<file path="src/rtl/wstat_pkg.sv">
package wstat_pkg;
  localparam int BYTE_W  = 8;
  localparam int INV_POS = 7;
  localparam int TOG_POS = 6;

  // status byte shown while a write cycle is running
  function automatic logic [BYTE_W-1:0] make_status(input logic [BYTE_W-1:0] d,
                                                    input logic              t);
    logic [BYTE_W-1:0] s;
    s          = d;
    s[INV_POS] = ~d[INV_POS];
    s[TOG_POS] = t;
    return s;
  endfunction
endpackage

</file>
<file path="src/rtl/wstat_load_capture.sv">
module wstat_load_capture #(
  parameter int ADDR_W = 4
) (
  input  logic                       clk,
  input  logic                       rst_n,
  input  logic                       ce_n,
  input  logic                       we_n,
  input  logic                       busy,
  input  logic [ADDR_W-1:0]          ld_addr,
  input  logic [wstat_pkg::BYTE_W-1:0] ld_data,
  output logic                       start_o,
  output logic [ADDR_W-1:0]          cap_addr_o,
  output logic [wstat_pkg::BYTE_W-1:0] cap_data_o
);
  localparam int DW = wstat_pkg::BYTE_W;

  logic          ld_now;
  logic          ld_q, ld_d;
  logic [ADDR_W-1:0] addr_q, addr_d;
  logic [DW-1:0] data_q, data_d;
  logic          cap_en;

  // a load is only accepted while no write cycle is running
  assign ld_now = ~ce_n & ~we_n & ~busy;
  assign cap_en = ld_now;

  always_comb begin
    ld_d   = ld_now;
    addr_d = addr_q;
    data_d = data_q;
    if (cap_en) begin
      addr_d = ld_addr;
      data_d = ld_data;
    end
  end

  always_ff @(posedge clk or negedge rst_n) begin
    if (!rst_n) begin
      ld_q   <= 1'b0;
      addr_q <= '0;
      data_q <= '0;
    end else begin
      ld_q <= ld_d;
      if (cap_en) begin
        addr_q <= addr_d;
        data_q <= data_d;
      end
    end
  end

  // first strobe to rise after a load ends it
  assign start_o    = ld_q & ~ld_now & ~busy;
  assign cap_addr_o = addr_q;
  assign cap_data_o = data_q;
endmodule

</file>
<file path="src/rtl/wstat_timer.sv">
module wstat_timer #(
  parameter int CNT_W = 16
) (
  input  logic             clk,
  input  logic             rst_n,
  input  logic             start,
  input  logic [CNT_W-1:0] cyc_len,
  output logic             busy_o,
  output logic             done_o
);
  logic [CNT_W-1:0] cnt_q, cnt_d;
  logic [CNT_W-1:0] len_eff;
  logic             busy_q, busy_d;
  logic             done;
  logic             tick_en;

  assign len_eff = (cyc_len == '0) ? CNT_W'(1) : cyc_len;
  assign done    = busy_q && (cnt_q == CNT_W'(1));
  assign tick_en = start | busy_q;

  always_comb begin
    cnt_d  = cnt_q;
    busy_d = busy_q;
    if (start) begin
      busy_d = 1'b1;
      cnt_d  = len_eff;
    end else if (busy_q) begin
      if (done) begin
        busy_d = 1'b0;
      end else begin
        cnt_d = cnt_q - CNT_W'(1);
      end
    end
  end

  always_ff @(posedge clk or negedge rst_n) begin
    if (!rst_n) begin
      cnt_q  <= '0;
      busy_q <= 1'b0;
    end else if (tick_en) begin
      cnt_q  <= cnt_d;
      busy_q <= busy_d;
    end
  end

  assign busy_o = busy_q;
  assign done_o = done;
endmodule

</file>
<file path="src/rtl/wstat_array.sv">
module wstat_array #(
  parameter int ADDR_W = 4
) (
  input  logic                         clk,
  input  logic                         rst_n,
  input  logic                         wr_en,
  input  logic [ADDR_W-1:0]            wr_addr,
  input  logic [wstat_pkg::BYTE_W-1:0] wr_data,
  input  logic [ADDR_W-1:0]            rd_addr,
  output logic [wstat_pkg::BYTE_W-1:0] rd_data
);
  localparam int DW    = wstat_pkg::BYTE_W;
  localparam int DEPTH = 1 << ADDR_W;

  logic [DEPTH-1:0][DW-1:0] rows;

  for (genvar i = 0; i < DEPTH; i++) begin : g_row
    logic          row_en;
    logic [DW-1:0] row_q;
    assign row_en = wr_en && (wr_addr == ADDR_W'(i));
    always_ff @(posedge clk or negedge rst_n) begin
      if (!rst_n) begin
        row_q <= '0;
      end else if (row_en) begin
        row_q <= wr_data;
      end
    end
    assign rows[i] = row_q;
  end

  assign rd_data = rows[rd_addr];
endmodule

</file>
<file path="src/rtl/wstat_rdfmt.sv">
module wstat_rdfmt (
  input  logic                         clk,
  input  logic                         rst_n,
  input  logic                         rd_stb,
  input  logic                         busy,
  input  logic                         start,
  input  logic [wstat_pkg::BYTE_W-1:0] arr_data,
  input  logic [wstat_pkg::BYTE_W-1:0] cap_data,
  output logic [wstat_pkg::BYTE_W-1:0] rd_data_o,
  output logic                         tog_o,
  output logic                         rd_edge_o
);
  import wstat_pkg::*;

  logic              stb_q;
  logic              rd_edge;
  logic              tog_q, tog_d, tog_en;
  logic [BYTE_W-1:0] out_q, out_d;

  assign rd_edge = rd_stb & ~stb_q;
  assign tog_en  = start | (rd_edge & busy);

  always_comb begin
    tog_d = tog_q;
    if (start) begin
      tog_d = 1'b1;
    end else if (rd_edge && busy) begin
      tog_d = ~tog_q;
    end
  end

  always_comb begin
    out_d = out_q;
    if (rd_edge) begin
      out_d = busy ? make_status(cap_data, tog_q) : arr_data;
    end
  end

  always_ff @(posedge clk or negedge rst_n) begin
    if (!rst_n) begin
      stb_q <= 1'b0;
      tog_q <= 1'b1;
      out_q <= '0;
    end else begin
      stb_q <= rd_stb;
      if (tog_en) begin
        tog_q <= tog_d;
      end
      if (rd_edge) begin
        out_q <= out_d;
      end
    end
  end

  assign rd_data_o = out_q;
  assign tog_o     = tog_q;
  assign rd_edge_o = rd_edge;
endmodule

</file>
<file path="src/rtl/wstat_top.sv">
module wstat_top #(
  parameter int ADDR_W = 4,
  parameter int CNT_W  = 16
) (
  input  logic              clk,
  input  logic              rst_n,
  input  logic              ce_n,
  input  logic              we_n,
  input  logic [ADDR_W-1:0] ld_addr,
  input  logic [7:0]        ld_data,
  input  logic [CNT_W-1:0]  cyc_len,
  input  logic              rd_stb,
  input  logic [ADDR_W-1:0] rd_addr,
  output logic [7:0]        rd_data
);
  localparam int DW = wstat_pkg::BYTE_W;

  logic [1:0]        rs_q;
  logic              rst_sn;
  logic              start;
  logic              busy;
  logic              done;
  logic              tog;
  logic              rd_edge;
  logic [ADDR_W-1:0] cap_addr;
  logic [DW-1:0]     cap_data;
  logic [DW-1:0]     arr_data;

  // reset asserts at once, leaves on a clock edge
  always_ff @(posedge clk or negedge rst_n) begin
    if (!rst_n) begin
      rs_q <= '0;
    end else begin
      rs_q <= {rs_q[0], 1'b1};
    end
  end
  assign rst_sn = rs_q[1];

  wstat_load_capture #(.ADDR_W(ADDR_W)) u_cap (
    .clk        (clk),
    .rst_n      (rst_sn),
    .ce_n       (ce_n),
    .we_n       (we_n),
    .busy       (busy),
    .ld_addr    (ld_addr),
    .ld_data    (ld_data),
    .start_o    (start),
    .cap_addr_o (cap_addr),
    .cap_data_o (cap_data)
  );

  wstat_timer #(.CNT_W(CNT_W)) u_tmr (
    .clk     (clk),
    .rst_n   (rst_sn),
    .start   (start),
    .cyc_len (cyc_len),
    .busy_o  (busy),
    .done_o  (done)
  );

  wstat_array #(.ADDR_W(ADDR_W)) u_arr (
    .clk     (clk),
    .rst_n   (rst_sn),
    .wr_en   (done),
    .wr_addr (cap_addr),
    .wr_data (cap_data),
    .rd_addr (rd_addr),
    .rd_data (arr_data)
  );

  wstat_rdfmt u_fmt (
    .clk       (clk),
    .rst_n     (rst_sn),
    .rd_stb    (rd_stb),
    .busy      (busy),
    .start     (start),
    .arr_data  (arr_data),
    .cap_data  (cap_data),
    .rd_data_o (rd_data),
    .tog_o     (tog),
    .rd_edge_o (rd_edge)
  );
endmodule

</file>
<file path="config.mk">
export PLATFORM = sky130hd
export DESIGN_NAME = wstat_top
export DESIGN_NICKNAME = d
export VERILOG_FILES = /design/src/rtl/wstat_pkg.sv /design/src/rtl/wstat_load_capture.sv /design/src/rtl/wstat_timer.sv /design/src/rtl/wstat_array.sv /design/src/rtl/wstat_rdfmt.sv /design/src/rtl/wstat_top.sv
export SDC_FILE = /design/constraint.sdc
export NUM_CORES = 1
export LEC_CHECK = 0
export BUFFER_PORTS_ARGS = -buffer_cell sky130_fd_sc_hd__buf_2
export CORE_MARGIN = 10
export CORE_UTILIZATION = 30
export CTS_CLUSTER_DIAMETER = 50
export DETAILED_ROUTE_END_ITERATION = 12
export SKIP_LAST_GASP = 1
export SLEW_MARGIN = 20
export SYNTH_ARGS = -nofsm -noshare
export SYNTH_HDL_FRONTEND = slang
export SYNTH_SLANG_ARGS = --single-unit
</file>
<file path="constraint.sdc">
create_clock -name clk -period 6 [get_ports clk]
set_input_delay 0.6 -clock clk [delete_from_list [all_inputs] [get_ports clk]]
set_output_delay 0.6 -clock clk [all_outputs]
set_load 0.01 [all_outputs]
</file>
==> results of run 1 <==
-- kinds of logic (layout without fill, tap and decap cells) --
group | Yosys count | in the layout | share of synthesized area, %
AO/OA/AOI/OAI | 93 | 93 | 7.143
AND/OR/NAND/NOR | 104 | 104 | 8.765
other | 1 | 2 | 0.04674
adder cells (fa/ha/maj) | 2 | 2 | 0.3119
XOR/XNOR | 1 | 1 | 0.1092
multiplexers | 170 | 170 | 28.35
flip-flops | 170 | 170 | 53.04
buffers and inverters | 41 | 87 | 2.230
-- report_power, final --
part	leakage [uW]	internal [uW]	switching, uW
Sequential	0.00228	1260	280
Clock	0.000301	712	473
Combinational	0.00159	168	260
-- state kept, by name (all words and copies together), names as in the netlist --
signal / cells
u_fmt.rd_data_o: 8
u_tmr.busy_o: 1
u_tmr.cnt_q: 16
u_cap.ld_q: 1
rs_q: 2
u_fmt.tog_o: 1
u_arr.g_row.row_q: 128
u_fmt.stb_q: 1
u_cap.cap_addr_o: 4
u_cap.cap_data_o: 8
-- layer usage --
layer / GRT usage [%] / part of all wire (%) / vias to the layer above
met1: 15.77 / 48 / 2632
met3: 3.518 / 5.1 / 19
met5: 0 / 0 / -
met4: 3.344 / 1.7 / 0
li1: - / - / 2273
met2: 17.46 / 45 / 123
-- through the flow --
stage               worst slack (ns)  area, sq um  cells  hold slack (ns)
global placement               2.756         8552    931           0.3328
finish                         2.657         9198    964           0.2928
global route                   2.451         9198    964           0.2763
detailed placement             2.693         8552    931           0.3358
CTS                            2.672         9193    963           0.2779
floorplan                     0.9141         8023    582           0.3044
-- final cells by class --
| cell class | instances | area (sq um) | share of cell area (%) |
|---|---|---|---|
| clock inverters | 12 | 187.7 | 2.041 |
| multi-input cells | 371 | 3596 | 39.10 |
| repair buffers | 50 | 267.8 | 2.911 |
| diodes | 1 | 2.502 | 0.02721 |
| flip-flops and latches | 170 | 4259 | 46.31 |
| inverters | 6 | 22.52 | 0.2449 |
| clock buffers | 19 | 442.9 | 4.816 |
| well taps | 335 | 419.2 | 4.557 |
-- Yosys cell counts, drive strengths merged, types with 3 or more instances --
| library cell | number | area (sq um) |
|---|---|---|
| nor3 | 11 | 65.06 |
| a22oi | 19 | 142.6 |
| inv | 6 | 22.52 |
| o22a | 3 | 26.28 |
| nor2 | 35 | 133.9 |
| dfrtp | 169 | 4229 |
| nand3 | 4 | 20.02 |
| mux2 | 138 | 1554 |
| nand2 | 12 | 45.04 |
| buf | 10 | 61.31 |
| o21ai | 19 | 95.09 |
| nor4 | 16 | 235.2 |
| mux4 | 32 | 720.7 |
| nand2b | 5 | 31.28 |
| a21oi | 37 | 185.2 |
| and2 | 3 | 18.77 |
| nor2b | 4 | 25.02 |
| clkbuf | 25 | 95.09 |
| or2 | 3 | 18.77 |
-- path summary, 6_finish.rpt --
| check | end | slack, ns | cells after the start | from |
|---|---|---|---|---|
| min in group asynchronous | u_arr.g_row[1].row_q[6]$_DFFE_PN0P_ | 0.38 | 0 | rs_q[1]$_DFF_PN0_ |
| worst min register to register | rs_q[1]$_DFF_PN0_ | 0.35 | 0 | rs_q[0]$_DFF_PN0_ |
| worst min-delay path | u_fmt.stb_q$_DFF_PN0_ | 0.29 | 1 | rd_stb |
| worst max register to register | u_arr.g_row[6].row_q[7]$_DFFE_PN0P_ | 2.66 | 4 | u_tmr.busy_o$_DFFE_PN0P_ |
| worst max-delay path | u_arr.g_row[6].row_q[7]$_DFFE_PN0P_ | 2.66 | 4 | u_tmr.busy_o$_DFFE_PN0P_ |
| max in group asynchronous | u_fmt.stb_q$_DFF_PN0_ | 4.22 | 1 | rs_q[1]$_DFF_PN0_ |
-- critical path: cells and delay by family (launching register included) --
family | cells | cell delay, ns
flops | 1 | 0.98
simple gates | 3 | 1.81
mux | 1 | 0.41
-- what timing repair did --
action,in CTS,in global routing
hold endpoints to repair,2,0
resized for setup,0,0
endpoints found under the setup margin,0,0
hold buffers,1,0
-- placed cells by master (no fill, tap or decap), types with 3 or more instances in the layout --
| master | instances |
|---|---|
| dfrtp_1 | 168 |
| mux2_2 | 135 |
| buf_2 | 44 |
| a21oi_1 | 37 |
| nor2_1 | 33 |
| mux4_2 | 32 |
| a22oi_1 | 19 |
| o21ai_0 | 19 |
| clkbuf_16 | 17 |
| nand2_1 | 12 |
| nor4_4 | 9 |
| nor3_1 | 8 |
| nor4_1 | 7 |
| inv_1 | 6 |
| nand2b_1 | 5 |
| buf_4 | 5 |
| nor2b_1 | 4 |
| nand3_1 | 4 |
| bufinv_16 | 4 |
| nor3_2 | 3 |
| and2_1 | 3 |
| or2_2 | 3 |
| o22a_1 | 3 |
| mux2_1 | 3 |
| clkinv_4 | 3 |
| inv_6 | 3 |
==> impl_metrics.toml, run 1 <==
[drt]
first_pass_iters = 5
viasPerCell = 5.235
vias = 5047
wirelength_um = 19090
antenna_left = 0
drc = 0
drtIter0Drc = 346
routedWlPerCell_um = 19.80

[synth]
ys_seq_elements = 170
synth_flop_cell = "dfrtp_1"
yosysSeqAreaShare_pct = 53.04
async_reset_ff_share_pct = 100.0
synth_cell_type_count = 48
synth.cell_area_sq_um = 8023
synth.avg_cell_area_sq_um = 13.78
syn_inst = 582
synth_nets = 621
synth_edf_count = 0
ys_warn_count = 0

[pwr]
vdd_ir_drop_max_mv = 0.2315
p_total_uw = 3150
power.leakage_uw = 0.004165
power_density_nw_per_um2 = 342.4

[sta]
finalHoldViolCount = 0
slew_violations = 0
grt_setup_unrepaired = "no"
slew_headroom_pct = 33.05
fmax_mhz = 299.1
skew_ns = 0.01314
worstMarginPinSlew_ns = 1.004
setup_viol = 0
final.period_utilization_pct = 55.72
totalNegativeSetupSlack_ns = 0
period_minus_slack_ns = 3.343

[job]
maxCapViolations = 0

[clock_network]
cts_max_path_buffers = 2
postCtsSetupRepairBufs = 0
clock_latency_ns = 0.43
cts_num_sinks = 170
cts_tree = "done"
cts-root-buf = "clkbuf_16"
cts.reportedPaths.clkPinSlew_ns = 0.07
htreeDepth = 4
cts_buffers = 17

[worst_setup_path]
critPathMaxStageDelay_ns = 0.98
critPathKind = "register to register"
worstSetupEndpointType = "register"
path_max_fanout = 31
crit_arrival_ns = 3.66
start_kind = "register"
cp_cell_sequence = "nand2_1 > or4_1 > nor4_4 > mux2_2"
cp.required_ns = 6.31
slowest_stage = "dfrtp_1"

[floorplanning]
ios = 45
die-area_sq_um = 33680
rows = 59
core_sq_um = 26210
die_height_um = 183.5
start_util_pct = 30.61
die_w_um = 183.5

[global_routing]
grt_max_degree = 72
grt-ovfl-total = 0
grt_first_pass_wirelength_um = 30320
antenna_found_initial = 1
first_global_vias = 5266
gr-usage-all-layers_pct = 11.60

[min_path]
min_path_type = "input pin to register"

[placed_design]
hpwl_um = 12730
io_buffers = 44
gp_congestion = 0.8752

[final_layout]
final_util_pct = 35.10
drive_gt1_share_pct = 42.52
nFillCells = 2516
area_growth_pct = 14.64
nets = 655

[run_status]
status = "finished clean"
Power figures use the tool's default switching activity.
==> inputs of run 2 (changes only) <==
--- a/config.mk
+++ b/config.mk
@@ -5,6 +5,7 @@
 export SDC_FILE = /design/constraint.sdc
 export NUM_CORES = 1
 export LEC_CHECK = 0
+export ABC_AREA = 1
 export BUFFER_PORTS_ARGS = -buffer_cell sky130_fd_sc_hd__buf_2
 export CORE_MARGIN = 10
 export CORE_UTILIZATION = 30
==> constraint.sdc (replaced) <==
create_clock -name clk -period 3.05 [get_ports clk]
set_input_delay 0.305 -clock clk [delete_from_list [all_inputs] [get_ports clk]]
set_output_delay 0.305 -clock clk [all_outputs]
set_load 0.01 [all_outputs]
==> run 2 against run 1 <==
  * Final area is 5.1% higher
  * Via count is 43% higher
  * Register-to-register slack worse by 1.7 ns
  * Clock power is 77% higher
  * Sequential power is 75% higher
  * Critical path type unchanged
  * Highest routed layer unchanged
==> impl_metrics.toml, run 2 <==
[synth]
yosysSeqAreaShare_pct = 49.59
synth_xor_area_share_pct = 0.4083
yosys.area_share.simple_pct = 30.07
synth_edf_count = 0
netlist.area_leader.share_pct = 49.29
synth_flop_cell = "dfrtp_1"
post-synth-top-count-cell = "nand2_1"
synth.avg_cell_area_sq_um = 7.527
ys_seq_elements = 170
netlist_top_cells_area = "dfrtp_1 49%, nand2_1 19%, nand3_1 6.1%"
synth_top_family_by_area = "simple AND/OR/NAND/NOR gates"
ys_warn_count = 0
yosys.area.top_type = "dfrtp_1"
synth_nets = 1179
async_reset_ff_share_pct = 100.0
synth.cell_area_sq_um = 8581
syn_inst = 1140
synthAdderAreaFrac_pct = 0.2916
yosys-top-cells-count = "442 x nand2_1, 169 x dfrtp_1, 105 x inv_1, 105 x nand3_1, 74 x o21ai_0"
synth_compound_area_share_pct = 11.05
synthMuxAreaShare_pct = 0
synth_cell_type_count = 30

[sta]
worstMarginPinSlew_ns = 0.9489
finalHoldViolCount = 0
slew_violations = 0
skew_ns = 0.01176
setup_viol = 0
totalNegativeSetupSlack_ns = 0
period_minus_slack_ns = 2.094
holdWs_ns = 0.07574
fmax_mhz = 477.5
slew_headroom_pct = 36.67
grt_setup_unrepaired = "no"
timing.final.ws_setup_ns = 0.9559
final.period_utilization_pct = 68.66

[placed_design]
post_dp_cell_area_sq_um = 9081
gp_congestion = 0.8456
hpwl_um = 15010
io_buffers = 44
place_worst_setup_slack_ns = 1.033

[final_layout]
final_common_cell = "nand2_1"
final_area_sq_um = 9666
regMostFlops = "u_arr.g_row.row_q"
n_antenna_cell = 0
final_cell_mix = "442 x nand2_1, 168 x dfrtp_1, 105 x inv_1, 105 x nand3_1, 74 x o21ai_0"
area_growth_pct = 12.64
largest_reg_flops = 128
largest_registers = "u_arr.g_row.row_q x128, u_tmr.cnt_q x16"
nets = 1197
drive_gt1_share_pct = 10.93

[floorplanning]
die-area_sq_um = 35770
core_sq_um = 28010
ios = 45
rows = 61
die_height_um = 189.1
start_util_pct = 30.63
die_w_um = 189.1

[worst_setup_path]
worstSetupEndpointType = "register"
cpMostUsedCell = "nand2_1"
path_max_fanout = 16
critPathKind = "register to register"
start_kind = "register"
critPathMaxStageDelay_ns = 0.43
critPathBufInv = 1
cp.required_ns = 3.33
cp_cell_sequence = "inv_1 > ha_1 > nand2_1 > nor2_2 > nand2_2 > nor2_4 > nand2_1 > nand2_1 > o21ai_0"
crit_arrival_ns = 2.37
cp_top_family = "simple AND/OR/NAND/NOR gates"
reg2reg_from = "u_tmr.cnt_q[1]$_DFFE_PN0P_"
crit_start = "u_tmr.cnt_q[1]$_DFFE_PN0P_"
slowest_stage = "nand2_1"

[pwr]
vdd_ir_drop_max_mv = 0.4490
power.leakage_uw = 0.004669
p_total_uw = 6471
power_density_nw_per_um2 = 669.5

[clock_network]
cts-root-buf = "clkbuf_16"
cts_tree = "done"
cts.reportedPaths.clkPinSlew_ns = 0.07
clock_latency_ns = 0.43
cts_max_path_buffers = 2
cts_buffers = 17
cts_repair_resize_count = 0
cts_num_sinks = 170
htreeDepth = 4

[global_routing]
grt_first_pass_wirelength_um = 37510
antenna_found_initial = 0
gr-usage-all-layers_pct = 12.82
grt-ovfl-total = 0
grt_max_degree = 74
first_global_vias = 6931

[drt]
antenna_left = 0
wirelength_um = 22450
drc = 0
routedWlPerCell_um = 14.49
first_pass_iters = 5
drtIter0Drc = 676
vias = 7200
viasPerCell = 4.648

[run_status]
status = "finished clean"

[min_path]
min_path_type = "input pin to register"
min_from = "ld_data[5]"

[job]
maxCapViolations = 0
## run 2: changes by cell type in the layout (fill, tap and decap cells not counted), moves of 25 or more
| cell | delta |
|---|---|
| nand3_1 | +101 |
| o21ai_1 | +67 |
| a21oi_1 | -25 |
| o21ai_0 | +55 |
| mux4_2 | -32 |
| nand2_1 | +430 |
| inv_1 | +99 |
| mux2_2 | -135 |
## run 2: per-layer routing
layer,vias up,GRT usage (%),part of all wire (%)
met5,-,0,0
met4,0,3.755,2.0
met3,26,2.499,4.1
met2,171,20.05,45
met1,3392,17.56,49
li1,3611,-,-
## run 2: cells by family after synthesis
group	after synthesis
buffers and inverters	168
flip-flops	170
AO/OA/AOI/OAI	175
adder cells (fa/ha/maj)	2
AND/OR/NAND/NOR	620
XOR/XNOR	4
other	1
## run 2: worst paths after layout
check	to	slack, ns	cells after the start
worst max-delay path	u_arr.g_row[7].row_q[4]$_DFFE_PN0P_	0.96	9
min in group asynchronous	rs_q[1]$_DFF_PN0_	0.18	2
worst min-delay path	u_cap.cap_data_o[5]$_DFFE_PN0P_	0.08	3
max in group asynchronous	u_fmt.tog_o$_DFFE_PN1P_	2.04	1
worst min register to register	u_cap.cap_data_o[4]$_DFFE_PN0P_	0.25	0
worst max register to register	u_arr.g_row[7].row_q[4]$_DFFE_PN0P_	0.96	9
## run 2: timing repair
action	CTS	global route
hold endpoints to repair	3	0
setup buffers	0	0
hold buffers	2	0
## run 2: where the power goes
| part | leakage [uW] | internal (uW) | switching, uW |
|---|---|---|---|
| sequential | 0.00230 | 2510 | 187 |
| clock | 0.000265 | 1140 | 967 |
| combinational | 0.00210 | 407 | 1260 |
## run 2: tightest hold or removal path: cells and delay by family
family	cells	cell delay, ns
AOI/OAI and AO/OA	1	0.05
and+or+nand+nor	1	0.04
buffers and inverters	1	0.07
## run 2: layout make-up
cell class	instances	area, sq um
Timing Repair Buffer	58	367.9
Fill cell	2977	18350
Sequential cell	170	4259
Clock inverter	14	135.1
Tap cell	378	473.0
Inverter	109	409.1
Multi-Input combinational cell	802	3592
Clock buffer	18	429.2
## run 2: stage by stage
stage / util (%) / cells
global placement: 32.42 / 1515
CTS: 34.51 / 1549
detailed placement: 32.42 / 1515
floorplan: - / 1140
global route: 34.51 / 1549
finish: 34.51 / 1549
